`src/rtl/mbox_pkg.sv`:
```
// Package: shared constants and the register address type for the
// command mailbox. Assumes a word of at least three byte lanes.
package mbox_pkg;

    localparam int unsigned LANE_W     = 8;
    localparam int unsigned LANE_OP    = 0;   // opcode byte lane
    localparam int unsigned LANE_IDX   = 1;   // controller index byte lane
    localparam int unsigned LANE_PARAM = 2;   // parameter byte lane

    localparam logic [7:0] OP_LEVEL  = 8'h65;
    localparam logic [7:0] OP_PIPE   = 8'h66;
    localparam logic [7:0] OP_BLIGHT = 8'h67;
    localparam logic [7:0] PARAM_KILL = 8'hFF;

    typedef enum logic [1:0] {
        A_CMD  = 2'd0,
        A_DATA = 2'd1,
        A_CTRL = 2'd2,
        A_RSVD = 2'd3
    } mbox_addr_e;

endpackage

```
`src/rtl/mbox_host_regs.sv`:
```
// Module: host-side register file of the mailbox. Holds the command
// word, the data word, the doorbell and the sticky error flag.
// Assumes single-cycle writes with byte enables and a combinational
// read. The doorbell is set only by the host and cleared only by ack.
module mbox_host_regs
    import mbox_pkg::*;
#(
    parameter int unsigned WORD_W = 32,
    localparam int unsigned NLANE = WORD_W / LANE_W
) (
    input  logic              clk,
    input  logic              rst_n,
    input  logic              wr,
    input  logic [1:0]        addr,
    input  logic [NLANE-1:0]  be,
    input  logic [WORD_W-1:0] wdata,
    input  logic              ack,
    output logic [WORD_W-1:0] rdata,
    output logic [WORD_W-1:0] cmd_q,
    output logic [WORD_W-1:0] data_q,
    output logic              db_q,
    output logic              err_q
);

    logic wr_cmd, wr_data, wr_ctrl, ring;

    // Decode the host write target and the doorbell request.
    always_comb begin
        wr_cmd  = wr && (addr == A_CMD);
        wr_data = wr && (addr == A_DATA);
        wr_ctrl = wr && (addr == A_CTRL);
        ring    = wr_ctrl && be[0] && wdata[0];
    end

    // One storage lane per byte, written only while the mailbox is open.
    for (genvar g = 0; g < NLANE; g++) begin : g_lane
        always_ff @(posedge clk) begin
            if (!rst_n) begin
                cmd_q[g*LANE_W +: LANE_W]  <= '0;
                data_q[g*LANE_W +: LANE_W] <= '0;
            end else if (!db_q && be[g]) begin
                if (wr_cmd)
                    cmd_q[g*LANE_W +: LANE_W] <= wdata[g*LANE_W +: LANE_W];
                if (wr_data)
                    data_q[g*LANE_W +: LANE_W] <= wdata[g*LANE_W +: LANE_W];
            end
        end
    end

    // Doorbell: host sets, consumer ack clears.
    always_ff @(posedge clk) begin
        if (!rst_n)
            db_q <= 1'b0;
        else if (db_q && ack)
            db_q <= 1'b0;
        else if (ring)
            db_q <= 1'b1;
    end

    // Sticky error on a write that hits the locked words.
    always_ff @(posedge clk) begin
        if (!rst_n)
            err_q <= 1'b0;
        else if (db_q && (wr_cmd || wr_data))
            err_q <= 1'b1;
    end

    // Host read multiplexer.
    always_comb begin
        unique case (mbox_addr_e'(addr))
            A_CMD:   rdata = cmd_q;
            A_DATA:  rdata = data_q;
            A_CTRL:  rdata = {{(WORD_W-2){1'b0}}, err_q, db_q};
            default: rdata = '0;
        endcase
    end

    p_db_set_r3: assert property (@(posedge clk) disable iff (!rst_n)
        (!db_q && ring) |=> db_q);
    p_db_hold_r3: assert property (@(posedge clk) disable iff (!rst_n)
        (db_q && !ack) |=> db_q);
    p_cmd_locked_r4: assert property (@(posedge clk) disable iff (!rst_n)
        db_q |=> $stable(cmd_q));
    p_data_locked_r4: assert property (@(posedge clk) disable iff (!rst_n)
        db_q |=> $stable(data_q));
    p_ack_clears_r5: assert property (@(posedge clk) disable iff (!rst_n)
        (db_q && ack) |=> !db_q);
    p_err_sticky_r6: assert property (@(posedge clk) disable iff (!rst_n)
        err_q |=> err_q);
    p_err_on_locked_r6: assert property (@(posedge clk) disable iff (!rst_n)
        (db_q && wr && (addr == A_CMD || addr == A_DATA)) |=> err_q);

endmodule

```
`src/rtl/mbox_cmd_view.sv`:
```
// Module: consumer-side view of the pending command. Splits the byte
// lanes, flags the immediate-disable request and zeroes the ramp for a
// backlight command sent to controller index 0. Purely combinational.
module mbox_cmd_view
    import mbox_pkg::*;
#(
    parameter int unsigned WORD_W = 32
) (
    input  logic              pending,
    input  logic [7:0]        op_in,
    input  logic [7:0]        idx_in,
    input  logic [7:0]        param_in,
    input  logic [WORD_W-1:0] data_in,
    output logic              valid,
    output logic [7:0]        opcode,
    output logic [7:0]        index,
    output logic [7:0]        param,
    output logic [WORD_W-1:0] data,
    output logic              kill
);

    // Present fields and derive the special cases.
    always_comb begin
        valid  = pending;
        opcode = op_in;
        index  = idx_in;
        param  = param_in;
        kill   = pending && (op_in == OP_LEVEL) && (param_in == PARAM_KILL);
        if ((op_in == OP_BLIGHT) && (idx_in == 8'd0))
            data = '0;
        else
            data = data_in;
    end

endmodule

```
`src/rtl/mbox_cmd_mailbox.sv`:
```
// Module: top of the host-to-controller command mailbox. Joins the
// host register file to the consumer view. Assumes WORD_W is a
// multiple of 8 and at least 24 so the three command lanes exist.
module mbox_cmd_mailbox
    import mbox_pkg::*;
#(
    parameter int unsigned WORD_W = 32,
    localparam int unsigned NLANE = WORD_W / LANE_W
) (
    input  logic              clk,
    input  logic              rst_n,
    input  logic              reg_wr,
    input  logic [1:0]        reg_addr,
    input  logic [NLANE-1:0]  reg_be,
    input  logic [WORD_W-1:0] reg_wdata,
    output logic [WORD_W-1:0] reg_rdata,
    output logic              cmd_valid,
    output logic [7:0]        cmd_opcode,
    output logic [7:0]        cmd_index,
    output logic [7:0]        cmd_param,
    output logic [WORD_W-1:0] cmd_data,
    output logic              cmd_kill,
    input  logic              cmd_ack,
    output logic              err_flag
);

    logic [WORD_W-1:0] cmd_q, data_q;
    logic              db_q, err_q;

    mbox_host_regs #(.WORD_W(WORD_W)) u_regs (
        .clk    (clk),
        .rst_n  (rst_n),
        .wr     (reg_wr),
        .addr   (reg_addr),
        .be     (reg_be),
        .wdata  (reg_wdata),
        .ack    (cmd_ack),
        .rdata  (reg_rdata),
        .cmd_q  (cmd_q),
        .data_q (data_q),
        .db_q   (db_q),
        .err_q  (err_q)
    );

    mbox_cmd_view #(.WORD_W(WORD_W)) u_view (
        .pending  (db_q),
        .op_in    (cmd_q[LANE_OP*LANE_W +: 8]),
        .idx_in   (cmd_q[LANE_IDX*LANE_W +: 8]),
        .param_in (cmd_q[LANE_PARAM*LANE_W +: 8]),
        .data_in  (data_q),
        .valid    (cmd_valid),
        .opcode   (cmd_opcode),
        .index    (cmd_index),
        .param    (cmd_param),
        .data     (cmd_data),
        .kill     (cmd_kill)
    );

    // Expose the sticky error flag.
    always_comb err_flag = err_q;

    p_kill_needs_valid_r8: assert property (@(posedge clk) disable iff (!rst_n)
        cmd_kill |-> (cmd_valid && cmd_opcode == OP_LEVEL));
    p_ramp_zero_r9: assert property (@(posedge clk) disable iff (!rst_n)
        (cmd_valid && cmd_opcode == OP_BLIGHT && cmd_index == 8'd0) |-> (cmd_data == '0));
    p_view_stable_r7: assert property (@(posedge clk) disable iff (!rst_n)
        (cmd_valid && !cmd_ack) |=> (cmd_valid && $stable(cmd_opcode) && $stable(cmd_param)));

endmodule

```
`config.mk`:
```
export PLATFORM = sky130hd
export DESIGN_NAME = mbox_cmd_mailbox
export DESIGN_NICKNAME = d
export VERILOG_FILES = /design/src/rtl/mbox_pkg.sv /design/src/rtl/mbox_host_regs.sv /design/src/rtl/mbox_cmd_view.sv /design/src/rtl/mbox_cmd_mailbox.sv
export SDC_FILE = /design/constraint.sdc
export NUM_CORES = 1
export LEC_CHECK = 0
export ABC_AREA = 1
export BUFFER_PORTS_ARGS = -buffer_cell sky130_fd_sc_hd__buf_2
export CAP_MARGIN = 20
export CORE_ASPECT_RATIO = 0.7
export CORE_UTILIZATION = 40
export DETAILED_ROUTE_END_ITERATION = 16
export PLACE_DENSITY = 0.69
export SLEW_MARGIN = 20
export SYNTH_ARGS = -nofsm -noshare
export SYNTH_HDL_FRONTEND = slang
export SYNTH_SLANG_ARGS = --single-unit
```
`constraint.sdc`:
```
create_clock -name clk -period 1.2 [get_ports clk]
set_clock_uncertainty 0.05 [all_clocks]
set_input_delay 0 -clock clk [delete_from_list [all_inputs] [get_ports clk]]
set_output_delay 0 -clock clk [all_outputs]
set_load 0.005 [all_outputs]
```
==> out/metrics.yaml <==
path_class: "flop to output pin"
path_common_cell: "buf_12"
critPathBufInv: 4
holdPathEnd: "u_regs.err_q$_SDFFE_PN0P_"
cts_root_buf: "clkbuf_16"
regToRegEndpoint: "u_regs.cmd_q[15]$_SDFFE_PN0P_"
arrival_ns: 1.48
yosys.area_share.adder_pct: 0
syn_inst: 599
regArea_sq_um: 1340
crit_start: "u_regs.cmd_q[3]$_SDFFE_PN0P_"
synth-compound-area-share_pct: 9.12
final-hold-violation-count: 0
nets: 816
avgSynthCellArea_sq_um: 6.21
post-route-period-util_pct: 127
wirelength_mm: 12.1
yosys_warnings: 0
grt_use_total_pct: 24.4
fillCellCount: 834
cts_tree: "built"
p_total_mw: 6.27
clkTransAtPathRegs_ns: 0.05
vias_per_cell: 4.78
n_antenna_cell: 0
die_y_microns: 82.7
synthSimpleGateAreaFrac_pct: 38.1
route.vias.total: 4319
required_ns: 1.15
synth-seq-cells: 66
synth_top_area_cell: "dfxtp_1"
drv_slew: 0
yosysMostFrequentCell: "nor2_1"
drive_gt1_share_pct: 33.4
violations: "setup timing"
timing.slew.headroom_pct: 80.2
synth_ff_type: "dfxtp_1"
syn_nets: 641
r2r_slack_ns: 0.04
status: "finished, violations left"
setup_viol: 34
antenna_found_initial: 0
fp.dieW_microns: 117
hold_path_class: "primary input to flop"
cp-end-kind: "output pin"
ant_nets: 0
dr.first_iter.drc_count: 281
fin_tns_setup_ns: -9.96
placed_area_sq_um: 4610
cp_max_fo: 8
wl_per_cell_microns: 13.5
htree_levels: 3
min_from: "reg_addr[1]"
ys_seq_area_share_pct: 35.5
overflow: 0
min_period_ns: 1.53
cts_buffers: 9
start_util_pct: 41.2
crit_chain: "inv_2 > nand4_1 > nor2_4 > buf_12 > buf_12 > a21oi_1 > buf_2"
finish.utilization_pct: 61.8
rows: 29
crit_slowest_cell: "dfxtp_2"
coreArea_sq_um: 9030
synthTopCellsByArea: "dfxtp_1 (36%), nor2_1 (15%), nand2_1 (14%)"
io_pins: 133
maxCapViolCount: 0
synth.distinct_cells: 22
cts_buffer_depth: 2
grt_pass1_wl_mm: 17.8
async_flop_share_pct: 0
worst_pin_slew_ns: 0.297
fin_area_sq_um: 5580
min_path_cells: 4
synthTopCellsByCount: "nor2_1 (144), nand2_1 (143), inv_1 (73)"
crit_family: "buffers and inverters"
yosysTopAreaCellShare_pct: 35.5
max_freq_mhz: 654
clock_sinks: 66
rsz0062_at_grt: "true"
globalplace.congestion: 0.819
grt_max_degree: 67
syn_area_sq_um: 3720
synth-xor-area-share_pct: 0
drcViolationCount: 0
rr_startpoint: "u_regs.db_q$_SDFFE_PP0P_"
muxShareOfSynthArea_pct: 0
port_buffers: 132
syn2layout_area_growth_pct: 50.1
clock_latency_ns: 0.32
cpPeakStageDelay_ns: 0.33
multi_input_area_sq_um: 1890
rr_worst_depth: 7
drt_pre_antenna_iters: 4
power.leakage_nw: 2.74
dpl.hpwl_mm: 7.92
whs_ns: 0.0512
power_per_cell_area_nw_per_um2: 1120
synth_top_family_by_area: "simple AND/OR/NAND/NOR gates"
synth_edf_count: 0
crit_path_start_kind: "flop"
grt_pass1_vias: 3728
ir_drop_mv: 0.686
fin_ws_ns: -0.328
die_area_sq_um: 9700
## kinds of logic after synthesis
group / Yosys count
AND/OR/NAND/NOR: 337
buffers and inverters: 130
flip-flops: 66
AO/OA/AOI/OAI: 66
## layer usage
metal  global-route usage [%]  up-vias  share of wire, %
li1                         -     2175                 -
met1                     30.8     1993                47
met2                     42.1      139                47
met3                     5.91       12               5.4
met4                     5.57        0              0.60
met5                        0        -                 0
## power by group
| part | total, mW | leakage (nW) | internal [mW] | switching (mW) |
|---|---|---|---|---|
| Combinational | 1.09 | 2.04 | 0.487 | 0.601 |
| Clock | 2.86 | 0.155 | 1.88 | 0.985 |
| Sequential | 2.32 | 0.543 | 2.27 | 0.0466 |
## timing repair
item,4_1_cts,5_1_grt
pin swaps,3,10
cloned,3,1
endpoints found under the hold margin,61,0
hold buffers,34,0
setup endpoints to repair,36,51
setup buffers,7,0
resized for setup,40,27
## tightest hold or removal path, cell delays in order
cell	delay (ns)
buf_2	0.12
inv_1	0.10
nand3_1	0.08
a21boi_0	0.08
## cells in the final DEF, fill, tap and decap left out, types with 9 or more instances in the layout
| cell | synthesis | routed |
|---|---|---|
| o21ai_0 | 29 | 29 |
| nand2_1 | 143 | 138 |
| nor2_1 | 144 | 136 |
| clkbuf_16 | 0 | 10 |
| buf_2 | 13 | 132 |
| buf_12 | 0 | 9 |
| inv_1 | 73 | 72 |
| buf_4 | 28 | 34 |
| dfxtp_1 | 66 | 52 |
| nand2_2 | 4 | 9 |
| a21oi_2 | 0 | 13 |
| nor2_4 | 4 | 11 |
| a21oi_1 | 33 | 19 |
| dlygate4sd3_1 | 0 | 34 |
| nand4_1 | 34 | 34 |
| dfxtp_2 | 0 | 13 |
## worst max-delay path by stage
stage | endpoint | slack, ns | cells after the start
detailed placement | cmd_kill | -0.02 | 5
CTS | cmd_data[19] | -0.31 | 7
global placement | cmd_kill | 0.03 | 5
floorplan | u_regs.data_q[14]$_SDFFE_PN0P_ | 0.004 | 8
global route | cmd_data[13] | -0.36 | 8
finish | cmd_data[27] | -0.33 | 7
## final cells by class
cell class / instances / area share (%)
clock buffers: 10 / 4.28
flip-flops and latches: 66 / 24.0
multi-input cells: 403 / 33.9
inverters: 74 / 5.02
clock inverters: 6 / 1.59
well taps: 124 / 2.78
repair buffers: 220 / 28.4
## registers in the layout (all words and copies together) (netlist names)
register	flops
u_regs.err_q	1
u_regs.cmd_q	32
u_regs.db_q	1
u_regs.data_q	32
## stage by stage
step                setup slack [ns]  std cells
finish                        -0.328        903
global route                  -0.362        903
CTS                           -0.307        904
detailed placement           -0.0162        844
global placement              0.0341        844
floorplan                    0.00364        599
Note: power is estimated with default switching activity, not from simulation.
